$ cat config.mk
export PLATFORM = sky130hd
export DESIGN_NAME = alu_exec_unit
export DESIGN_NICKNAME = d
export VERILOG_FILES = /design/src/rtl/alu_pkg.sv /design/src/rtl/alu_decode.sv /design/src/rtl/alu_addsub.sv /design/src/rtl/alu_flag_reg.sv /design/src/rtl/alu_exec_unit.sv
export SDC_FILE = /design/constraint.sdc
export NUM_CORES = 1
export LEC_CHECK = 0
export ABC_AREA = 0
export CORE_MARGIN = 2
export CORE_UTILIZATION = 50
export CTS_CLUSTER_SIZE = 10
export DETAILED_ROUTE_END_ITERATION = 8
export PLACE_DENSITY = 0.82
export SLEW_MARGIN = 20
export SYNTH_ARGS = -nofsm -noshare
export SYNTH_HDL_FRONTEND = slang
export SYNTH_HIERARCHICAL = 1
export SYNTH_SLANG_ARGS = --single-unit
$ cat constraint.sdc
create_clock -name clk -period 1 [get_ports clk]
set_input_delay 0.2 -clock clk [delete_from_list [all_inputs] [get_ports clk]]
set_output_delay 0.2 -clock clk [all_outputs]
set_load 0.005 [all_outputs]
$ cat src/rtl/alu_pkg.sv
`timescale 1ns/1ps
package alu_pkg;
  typedef enum logic [2:0] {
    OP_ADD  = 3'd0,
    OP_SUB  = 3'd1,
    OP_ADDF = 3'd2,
    OP_SUBF = 3'd3,
    OP_MOV  = 3'd4,
    OP_CLR  = 3'd5,
    OP_CMP  = 3'd6,
    OP_INC  = 3'd7
  } alu_op_e;

  typedef enum logic [1:0] {
    K_ADD  = 2'd0,
    K_SUB  = 2'd1,
    K_PASS = 2'd2,
    K_ZERO = 2'd3
  } alu_kind_e;

  typedef struct packed {
    logic n;
    logic z;
    logic v;
    logic c;
  } alu_flags_t;
endpackage

$ cat src/rtl/alu_decode.sv
`timescale 1ns/1ps
module alu_decode
  import alu_pkg::*;
#(
  parameter int W     = 32,
  parameter int IMM_W = 13,
  parameter int IDX_W = 5
) (
  input  logic [2:0]       op,
  input  logic [W-1:0]     src_b,
  input  logic             use_imm,
  input  logic [IMM_W-1:0] imm,
  input  logic [IDX_W-1:0] dst,
  output logic [W-1:0]     opnd_b,
  output alu_kind_e        kind,
  output logic             set_flags,
  output logic             do_write
);
  localparam int EXT_W = W - IMM_W;

  alu_op_e          op_e;
  logic [W-1:0]     imm_ext;
  logic [W-1:0]     one_w;

  assign op_e    = alu_op_e'(op);
  assign imm_ext = {{EXT_W{imm[IMM_W-1]}}, imm};
  assign one_w   = W'(1);

  always_comb begin
    opnd_b    = use_imm ? imm_ext : src_b;
    kind      = K_ADD;
    set_flags = 1'b0;
    case (op_e)
      OP_ADD:  kind = K_ADD;
      OP_SUB:  kind = K_SUB;
      OP_ADDF: begin kind = K_ADD; set_flags = 1'b1; end
      OP_SUBF: begin kind = K_SUB; set_flags = 1'b1; end
      OP_MOV:  kind = K_PASS;
      OP_CLR:  kind = K_ZERO;
      OP_CMP:  begin kind = K_SUB; set_flags = 1'b1; end
      OP_INC:  begin kind = K_ADD; opnd_b = one_w; end
      default: kind = K_ADD;
    endcase
    do_write = (op_e != OP_CMP) && (dst != '0);
  end

  // immediate path must carry the sign bit into all upper bits
  always_comb begin
    if (use_imm && op_e != OP_INC)
      assert_imm_sign_R2: assert (opnd_b[W-1:IMM_W-1] == {(EXT_W+1){imm[IMM_W-1]}});
  end
endmodule

$ cat src/rtl/alu_addsub.sv
`timescale 1ns/1ps
module alu_addsub #(
  parameter int W = 32
) (
  input  logic [W-1:0] a,
  input  logic [W-1:0] b,
  input  logic         sub,
  output logic [W-1:0] sum,
  output logic         cflag,
  output logic         vflag
);
  logic [W-1:0] b_eff;
  logic [W:0]   wide;

  assign b_eff = sub ? ~b : b;
  assign wide  = {1'b0, a} + {1'b0, b_eff} + {{W{1'b0}}, sub};
  assign sum   = wide[W-1:0];
  // for subtract, carry out of a + ~b + 1 is the inverse of borrow
  assign cflag = sub ? ~wide[W] : wide[W];
  assign vflag = (a[W-1] == b_eff[W-1]) && (sum[W-1] != a[W-1]);

  // borrow must agree with an unsigned magnitude comparison
  always_comb begin
    if (sub)
      assert_borrow_R5: assert (cflag == (a < b));
  end
endmodule

$ cat src/rtl/alu_flag_reg.sv
`timescale 1ns/1ps
module alu_flag_reg
  import alu_pkg::*;
(
  input  logic       clk,
  input  logic       rst_n,
  input  logic       upd,
  input  alu_flags_t fin,
  output alu_flags_t fq
);
  alu_flags_t fnext;

  always_comb begin
    fnext = fq;
    if (upd) fnext = fin;
  end

  always_ff @(posedge clk or negedge rst_n) begin
    if (!rst_n) fq <= '0;
    else        fq <= fnext;
  end

  // a zero result can never also be negative
  assert_z_excludes_n_R4: assert property (@(posedge clk) disable iff (!rst_n)
    fq.z |-> !fq.n);
endmodule

$ cat src/rtl/alu_exec_unit.sv
`timescale 1ns/1ps
module alu_exec_unit
  import alu_pkg::*;
#(
  parameter int W     = 32,
  parameter int IMM_W = 13,
  parameter int IDX_W = 5
) (
  input  logic             clk,
  input  logic             rst_n,
  input  logic             op_valid,
  input  logic [2:0]       op_code,
  input  logic [W-1:0]     src_a,
  input  logic [W-1:0]     src_b,
  input  logic             use_imm,
  input  logic [IMM_W-1:0] imm,
  input  logic [IDX_W-1:0] dst_idx,
  output logic [W-1:0]     res,
  output logic             wr_en,
  output logic [IDX_W-1:0] wr_idx,
  output logic [3:0]       flags
);
  logic [W-1:0]     opnd_b;
  alu_kind_e        kind;
  logic             set_flags;
  logic             do_write;
  logic [W-1:0]     sum;
  logic             cf, vf;
  logic [W-1:0]     res_d;
  alu_flags_t       fin, fq;
  logic [W-1:0]     res_q;
  logic             we_q;
  logic [IDX_W-1:0] idx_q;
  logic [W-1:0]     res_n;
  logic             we_n;
  logic [IDX_W-1:0] idx_n;

  alu_decode #(.W(W), .IMM_W(IMM_W), .IDX_W(IDX_W)) u_dec (
    .op(op_code), .src_b(src_b), .use_imm(use_imm), .imm(imm), .dst(dst_idx),
    .opnd_b(opnd_b), .kind(kind), .set_flags(set_flags), .do_write(do_write)
  );

  alu_addsub #(.W(W)) u_as (
    .a(src_a), .b(opnd_b), .sub(kind == K_SUB),
    .sum(sum), .cflag(cf), .vflag(vf)
  );

  always_comb begin
    case (kind)
      K_PASS:  res_d = opnd_b;
      K_ZERO:  res_d = '0;
      default: res_d = sum;
    endcase
    fin.n = sum[W-1];
    fin.z = (sum == '0);
    fin.v = vf;
    fin.c = cf;
  end

  alu_flag_reg u_flg (
    .clk(clk), .rst_n(rst_n), .upd(op_valid && set_flags), .fin(fin), .fq(fq)
  );

  // next-state for result registers
  always_comb begin
    res_n = res_q;
    idx_n = idx_q;
    we_n  = 1'b0;
    if (op_valid) begin
      res_n = res_d;
      idx_n = dst_idx;
      we_n  = do_write;
    end
  end

  always_ff @(posedge clk or negedge rst_n) begin
    if (!rst_n) begin
      res_q <= '0;
      we_q  <= 1'b0;
      idx_q <= '0;
    end else begin
      res_q <= res_n;
      we_q  <= we_n;
      idx_q <= idx_n;
    end
  end

  assign res    = res_q;
  assign wr_en  = we_q;
  assign wr_idx = idx_q;
  assign flags  = fq;

  // the zero register is never a write target
  assert_idx0_silent_R7: assert property (@(posedge clk) disable iff (!rst_n)
    wr_en |-> (wr_idx != '0));

  // an idle cycle produces no write
  assert_idle_no_write_R12: assert property (@(posedge clk) disable iff (!rst_n)
    !op_valid |=> !wr_en);

  // flags move only after a flag-setting operation
  assert_flags_hold_R6: assert property (@(posedge clk) disable iff (!rst_n)
    !(op_valid && (op_code == 3'd2 || op_code == 3'd3 || op_code == 3'd6))
      |=> $stable(flags));

  // compare never writes
  assert_cmp_no_write_R8: assert property (@(posedge clk) disable iff (!rst_n)
    (op_valid && op_code == 3'd6) |=> !wr_en);
endmodule

==> impl_metrics.ini, run 1 <==
[status]
status = did not finish
lastStage = 5_1_grt
firstError = [ERROR DPL-0038] Utilization greater than 100%, impossible to legalize

[floorplanning]
fp-row-count = 35
dieWidth_um = 101.8
start_util_pct = 51.74
die_y_um = 101.8
io_pins = 131

[clock_tree]
cts_buffers = 5
cts_max_level = 2
root_buffer = clkbuf_8
numClockSinks = 42
cts.path.max_buffers = 2

[placed_design]
pre_cts_slack_ps = -3591
dpl-instance-area_um2 = 7606
gp_congestion = 1.014
numPortBuffers = 130
hpwl_mm = 14.93

[logic_synthesis]
synth-edff-count = 0
ys.flop_type = dfrtp_1
syn_nets = 701
syn_inst = 580
synth-seq-cells = 42
syn_area_per_cell_um2 = 8.243
yosysWarnings = 6
async_flop_share_pct = 100.0
synth_area_um2 = 4781
netlist-cell-type-count = 58
ys_seq_area_share_pct = 21.98

[global_routing]
grt_max_degree = 43

[timing]
worst-ep-kind = register data pin
grt-worst-endpoint = u_flg/fq[2]$_DFFE_PN0P_/D
==> synth_stat cells (all sizes together), types with 3 or more instances <==
cell / count / area (µm²)
nand3: 6 / 30.03
xor2: 39 / 341.6
a31oi: 3 / 18.77
a211o: 3 / 26.28
nand4: 8 / 50.05
xnor2: 23 / 201.4
and3: 3 / 18.77
nor4: 12 / 87.58
clkbuf: 13 / 48.80
buf: 25 / 185.2
a21oi: 116 / 805.8
nor2: 70 / 265.3
inv: 16 / 60.06
mux2i: 12 / 123.9
ha: 31 / 387.9
a21o: 5 / 37.54
nor2b: 24 / 150.1
o22ai: 5 / 37.53
dfrtp: 42 / 1051
o211ai: 4 / 30.03
and2b: 12 / 90.09
and2: 4 / 26.28
o21a: 3 / 22.52
nand2b: 25 / 156.4
mux2: 9 / 101.4
o21ai: 20 / 107.6
nand2: 23 / 86.33
==> kinds of logic after synthesis <==
kind of cell / Yosys count / synth area share, %
buffers and inverters: 54 / 6.150
XOR/XNOR: 62 / 11.36
adder cells (fa/ha/maj): 32 / 8.532
AND/OR/NAND/NOR: 190 / 20.52
AO/OA/AOI/OAI: 179 / 26.75
multiplexers: 21 / 4.711
flip-flops: 42 / 21.98
==> stage by stage <==
| step | setup TNS, ps | cells | utilization [%] | hold WS (ps) |
|---|---|---|---|---|
| detailed placement | -101030 | 981 | 82.32 | 190.7 |
| global placement | -94830 | 981 | 82.32 | 183.8 |
| CTS | -66250 | 1043 | 93.05 | 154.2 |
| floorplan | -62980 | 580 | - | -95.59 |
==> repair_timing <==
item	CTS
hold endpoints to repair	42
hold buffers	1
setup endpoints to repair	79
cloned	1
pin swaps	72
gates resized for setup	353
setup buffers	55
==> run 2: changes to the inputs <==
- CORE_UTILIZATION: 50 -> 40
- CTS_CLUSTER_SIZE: 10 -> default
- PLACE_DENSITY: 0.82 -> default
- PLACE_DENSITY_LB_ADDON: default -> 0.15
==> impl_metrics.ini, run 2 <==
[status]
status = finished, violations left
violations = negative setup slack

[critical_path]
reg2reg_depth = 3
path_buf_inv = 4
critPathRequiredTime_ps = 1230
cp.arrival_ps = 3880
worstSetupStartpoint = op_code[1]
critical_path.max_stage_delay_ps = 380
path_cells = buf_8 -> buf_4 -> nor2b_4 -> nor2b_4 -> buf_6 -> xor2_2 -> buf_4 -> ha_4 -> nand2_4 -> o211ai_1 -> a31oi_2 -> o41ai_2 -> nand2_1 -> o21ai_2 -> nor2_1 -> xnor2_1 -> nor4_1 -> nand4_1 -> nor2_1 -> mux2_4
reg2reg_slack_ps = -10
r2r_start = u_flg/fq[3]
critPathKind = input pin to register
path_max_fanout = 3
cp.depth = 20
critPathTopFamily = simple AND/OR/NAND/NOR gates
cp-start-kind = input pin
cp-endpoint = u_flg/fq[2]
crit_slowest_cell = nor4_1
regToRegEndpoint = u_flg/fq[3]
critPathCaptureType = register

[logic_synthesis]
synth-seq-cells = 42
yosysWarnings = 6
syn_nets = 701
syn_inst = 580
yosysMostFrequentCell = nor2_1
synth-edff-count = 0
ys_top_cells_by_area = dfrtp_1 22%, a21oi_2 11%, ha_1 8.1%
async_flop_share_pct = 100.0
synth_area_um2 = 4781
syn_area_per_cell_um2 = 8.243
synth_commonest_cells = 69 x nor2_1, 60 x a21oi_2, 56 x a21oi_1
synth_top_area_cell = dfrtp_1
netlist-cell-type-count = 58
ys_seq_area_share_pct = 21.98
ys.flop_type = dfrtp_1
synth_top_area_share_pct = 21.98

[worst_hold_path]
hold_class = input pin to register

[pwr]
power_uw = 16520
powerDensity_nw_per_um2 = 1778
p_leak_uw = 0.004202
max-vdd-ir-drop_mv = 0.8128

[cells_and_area]
seq_area_um2 = 1051
drive_gt1_share_pct = 57.44
multi_input_area_um2 = 4586
area_growth_pct = 94.40
fill_cells = 684
layout_common_cells = 207 x buf_4, 78 x a21oi_2, 69 x clkdlybuf4s50_1
finalNonFillerCells = 1071
diodes = 0
final_common_cell = buf_4
largest_reg_flops = 32
nNetsFinal = 1048

[timing]
finalCritPeriodShare_pct = 365.1
hold_viol = 0
fin_ws_ps = -2651
finalSetupViolCount = 47
fin_setup_tns_ps = -74770
worstMarginPinSlew_ps = 553.3
finClkSkew_ps = 0
slew_violations = 0
fin_hold_ws_ps = 152.9
rsz0062_at_grt = true
slew_headroom_pct = 62.78
min_period_ps = 3651
clock.fmax_ghz = 0.2739

[detailed_routing]
drc_errors = 0
initialDrtViolationCount = 442
drt-vias-per-instance = 5.628
wl_mm = 22.38
antenna_left = 0
wl_per_cell_um = 20.89
vias = 6028
firstDrtPassIters = 4

[run]
maxCapViolations = 0

[floorplanning]
core_area_um2 = 11560
io_pins = 131
dieWidth_um = 113.3
die_y_um = 113.3
start_util_pct = 41.34
fp-row-count = 39
dieArea_um2 = 12840

[global_routing]
grt_overflow = 0
grt_pass1_wl_mm = 28.50
grt_max_degree = 36
grtUsageTotal_pct = 27.80
grt_antenna_before_repair = 0
first_global_vias = 5678

[placed_design]
hpwl_mm = 13.75
placed_cells = 994
gp_congestion = 0.9577
numPortBuffers = 130

[clock_tree]
clk_latency_ps = 280
numClockSinks = 42
cts.path.max_buffers = 2
clk_pin_slew_ps = 60
root_buffer = clkbuf_16
cts_tree = built
cts_buffers = 5
cts_max_level = 2
## run 2: final cells by class
class	instances	share of cell area (%)
Multi-Input combinational cell	484	49.34
Timing Repair Buffer	378	35.15
Sequential cell	42	11.31
Tap cell	143	1.925
Clock buffer	6	1.494
Inverter	16	0.6462
Clock inverter	2	0.1346
## run 2: repair_timing
item,in CTS,in global routing
pin swaps,63,47
hold buffers,1,0
endpoints found under the hold margin,7,0
endpoints found under the setup margin,79,75
gates resized for setup,314,122
cloned,3,0
setup buffers,47,28
## run 2: worst min-delay path by stage
| stage | start | end | slack (ps) | cells after the start |
|---|---|---|---|---|
| 2_1_floorplan | rst_n | res[0] | -100 | 0 |
| 3_5_place_dp | rst_n | res[29] | 60 | 1 |
| 6_report | dst_idx[3] | wr_idx[3] | 150 | 2 |
| 3_3_place_gp | rst_n | res[28] | 60 | 1 |
| 5_1_grt | dst_idx[0] | wr_idx[0] | 170 | 2 |
| 4_1_cts | dst_idx[3] | wr_idx[3] | 160 | 2 |
## run 2: layer usage
layer  vias to the layer above  part of all wire [%]  global-route usage (%)
li1                       2719                     -                       -
met4                         0                   5.2                   7.236
met5                         -                     0                       0
met1                      2906                    39                   37.04
met3                       100                   6.6                   1.928
met2                       303                    49                   48.98
## run 2: power by group
part | switching (µW) | leakage (µW) | internal (µW)
clock network | 646 | 0.0000729 | 987
registers | 239 | 0.000487 | 2160
logic | 5950 | 0.00364 | 6540
total | 6830 | 0.00420 | 9690
## run 2: logic make-up (layout without fill, tap and decap cells)
kind of cell / count (synthesis) / in the layout / share of synthesized area (%)
xor gates and xnor gates: 62 / 62 / 11.36
DFF: 42 / 42 / 21.98
adders and majority gates: 32 / 32 / 8.532
buffers and inverters: 54 / 402 / 6.150
AOI/OAI and AO/OA: 179 / 179 / 26.75
muxes: 21 / 21 / 4.711
and+or+nand+nor: 190 / 190 / 20.52
## run 2: through the flow
stage | setup slack (ps) | util (%) | instance area [µm²]
5_1_grt | -2802 | 80.36 | 9294
3_3_place_gp | -3162 | 66.08 | 7642
6_report | -2651 | 80.36 | 9294
3_5_place_dp | -3219 | 66.08 | 7642
2_1_floorplan | -2304 | - | 4994
4_1_cts | -2296 | 73.70 | 8523
Power figures use the tool's default switching activity.
==> run 3: changes to the inputs <==
- CORE_ASPECT_RATIO: default -> 0.75
==> impl_metrics.ini, run 3 (same netlist as run 2, synthesis figures left out) <==
[status]
status = finished, violations left
violations = negative setup slack

[clock_tree]
cts_max_level = 2
cts_buffers = 5
cts_tree = built
root_buffer = clkbuf_16
numClockSinks = 42
clk_pin_slew_ps = 70
cts.path.max_buffers = 2
clk_latency_ps = 300

[floorplanning]
core_area_um2 = 11610
dieArea_um2 = 12850
io_pins = 131
die_y_um = 98.68
fp-row-count = 34
dieWidth_um = 130.2
start_util_pct = 41.17

[critical_path]
path_max_fanout = 6
reg2reg_depth = 4
critical_path.max_stage_delay_ps = 340
critPathKind = input pin to register
path_cells = buf_8 -> nand2_4 -> xnor2_2 -> nor2b_4 -> buf_12 -> buf_12 -> buf_4 -> xor2_1 -> ha_1 -> a21oi_2 -> o21ai_4 -> a21oi_2 -> o31a_4 -> nand2_4 -> a21oi_4 -> o21bai_4 -> xor2_2 -> nor4_4 -> nand4_1 -> nor2_1 -> mux2_4
regToRegEndpoint = res[5]
cp-start-kind = input pin
critPathCaptureType = register
reg2reg_slack_ps = 10
r2r_start = res[5]
path_buf_inv = 4
critPathTopFamily = compound AO/OA/AOI/OAI gates
critPathRequiredTime_ps = 1240
cp.arrival_ps = 3810
crit_slowest_cell = ha_1

[placed_design]
gp_congestion = 0.9334
dpl-instance-area_um2 = 7694
numPortBuffers = 130
hpwl_mm = 13.68

[timing]
slew_headroom_pct = 54.48
fin_ws_ps = -2577
hold_viol = 0
clock.fmax_ghz = 0.2796
finalSetupViolCount = 72
finalCritPeriodShare_pct = 357.7
min_period_ps = 3577
worstMarginPinSlew_ps = 682.9
slew_violations = 0
finClkSkew_ps = 0
rsz0062_at_grt = true

[pwr]
max-vdd-ir-drop_mv = 1.046
powerDensity_nw_per_um2 = 1860
switching_share_pct = 41.34
p_leak_uw = 0.004438
p_int_uw = 10820
power.share.sequential_pct = 13.1
net-switching-power_uw = 7624
p_clk_share_pct = 12.5
comb_power_share_pct = 74.5

[global_routing]
grt_antenna_before_repair = 0
grtUsageTotal_pct = 30.94
first_global_vias = 5946
grt_pass1_wl_mm = 30.84
grt_overflow = 0
grt_max_degree = 43

[worst_hold_path]
hold_class = input pin to register
hp-start = dst_idx[3]
whs_endpoint = wr_idx[3]
min_path_cells = 2

[cells_and_area]
final_common_cell = buf_4
final_area_um2 = 9913
nNetsFinal = 1073
diodes = 0
area_growth_pct = 107.4
layout_common_cells = 217 x buf_4, 82 x a21oi_2, 69 x clkdlybuf4s50_1
drive_gt1_share_pct = 62.33
postLayoutCoreUtil_pct = 85.36
largest_reg_flops = 32

[detailed_routing]
wl_mm = 25.09
drt-vias-per-instance = 5.757
firstDrtPassIters = 5
initialDrtViolationCount = 603
antenna_left = 0
vias = 6419
drc_errors = 0
wl_per_cell_um = 22.50

[run]
maxCapViolations = 0
[run 3: cell types whose count changed in the layout (fill, tap and decap cells not counted), moves of 4 or more]
cell     change
nor4_1       -5
buf_4       +10
nor2_1       -5
nor2_4       +5
nor2b_2      -5
a21oi_1      -5
buf_6       +13
nor2b_4      +4
ha_4         +5
a21oi_2      +4
xnor2_2      +4
[run 3: power by group through the flow]
stage	clock network (µW)	logic (µW)	registers, µW
after floorplan	0	4560	2460
after global placement	0	9090	2400
after detailed placement	0	9160	2440
after CTS	2300	10800	2390
after global routing	2380	14300	2450
final	2300	13700	2410
[run 3: worst max path at each step]
stage	from	endpoint	slack [ps]	cells past startpoint
6_report	op_code[2]	u_flg/fq[2]	-2580	21
3_3_place_gp	op_code[1]	u_flg/fq[2]	-3300	20
2_1_floorplan	use_imm	u_flg/fq[2]	-2300	17
4_1_cts	op_code[2]	u_flg/fq[2]	-2340	20
5_1_grt	op_code[1]	u_flg/fq[2]	-2710	21
3_5_place_dp	op_code[1]	u_flg/fq[2]	-3370	20
[run 3: area by class of cell]
class | instances | area (µm²)
clock inverters | 3 | 68.82
inverters | 16 | 60.06
repair buffers | 403 | 3517
flip-flops and latches | 42 | 1051
fillers | 585 | 1700
clock buffers | 5 | 125.1
well taps | 162 | 202.7
multi-input cells | 484 | 4888
[run 3: metal layers]
| metal | wire, µm | global-route usage [%] | vias to the layer above | part of all wire (%) |
|---|---|---|---|---|
| met1 | 10310 | 43.99 | 3080 | 41 |
| met4 | 1412 | 8.933 | 0 | 5.6 |
| li1 | - | - | 2776 | - |
| met3 | 2057 | 4.452 | 135 | 8.2 |
| met2 | 11320 | 48.93 | 428 | 45 |
| met5 | 0 | 0 | - | 0 |
[run 3: repair_timing]
item,CTS,global route
setup buffers,47,43
setup endpoints to repair,79,78
resized for setup,360,135
hold buffers,1,0
cloned,3,2
endpoints found under the hold margin,42,0
pin swaps,105,83
[run 3: per-stage QoR]
stage               total power (µW)  instances  TNS (ps)  hold WS, ps  setup WS (ps)
global placement               11500       1020    -93260        193.0          -3305
global route                   19130       1115    -79930        168.9          -2709
finish                         18440       1115    -76550        174.3          -2577
detailed placement             11600       1020    -95350        203.4          -3366
floorplan                       7019        580    -62980       -95.59          -2304
CTS                            15440       1072    -66030        131.3          -2341
[run 3: worst register-to-register path, delay by kind of cell (launching register included)]
family	cells	cell delay [ps]
DFF	1	400
and+or+nand+nor	1	140
buffers and inverters	2	280
AOI/OAI and AO/OA	1	70
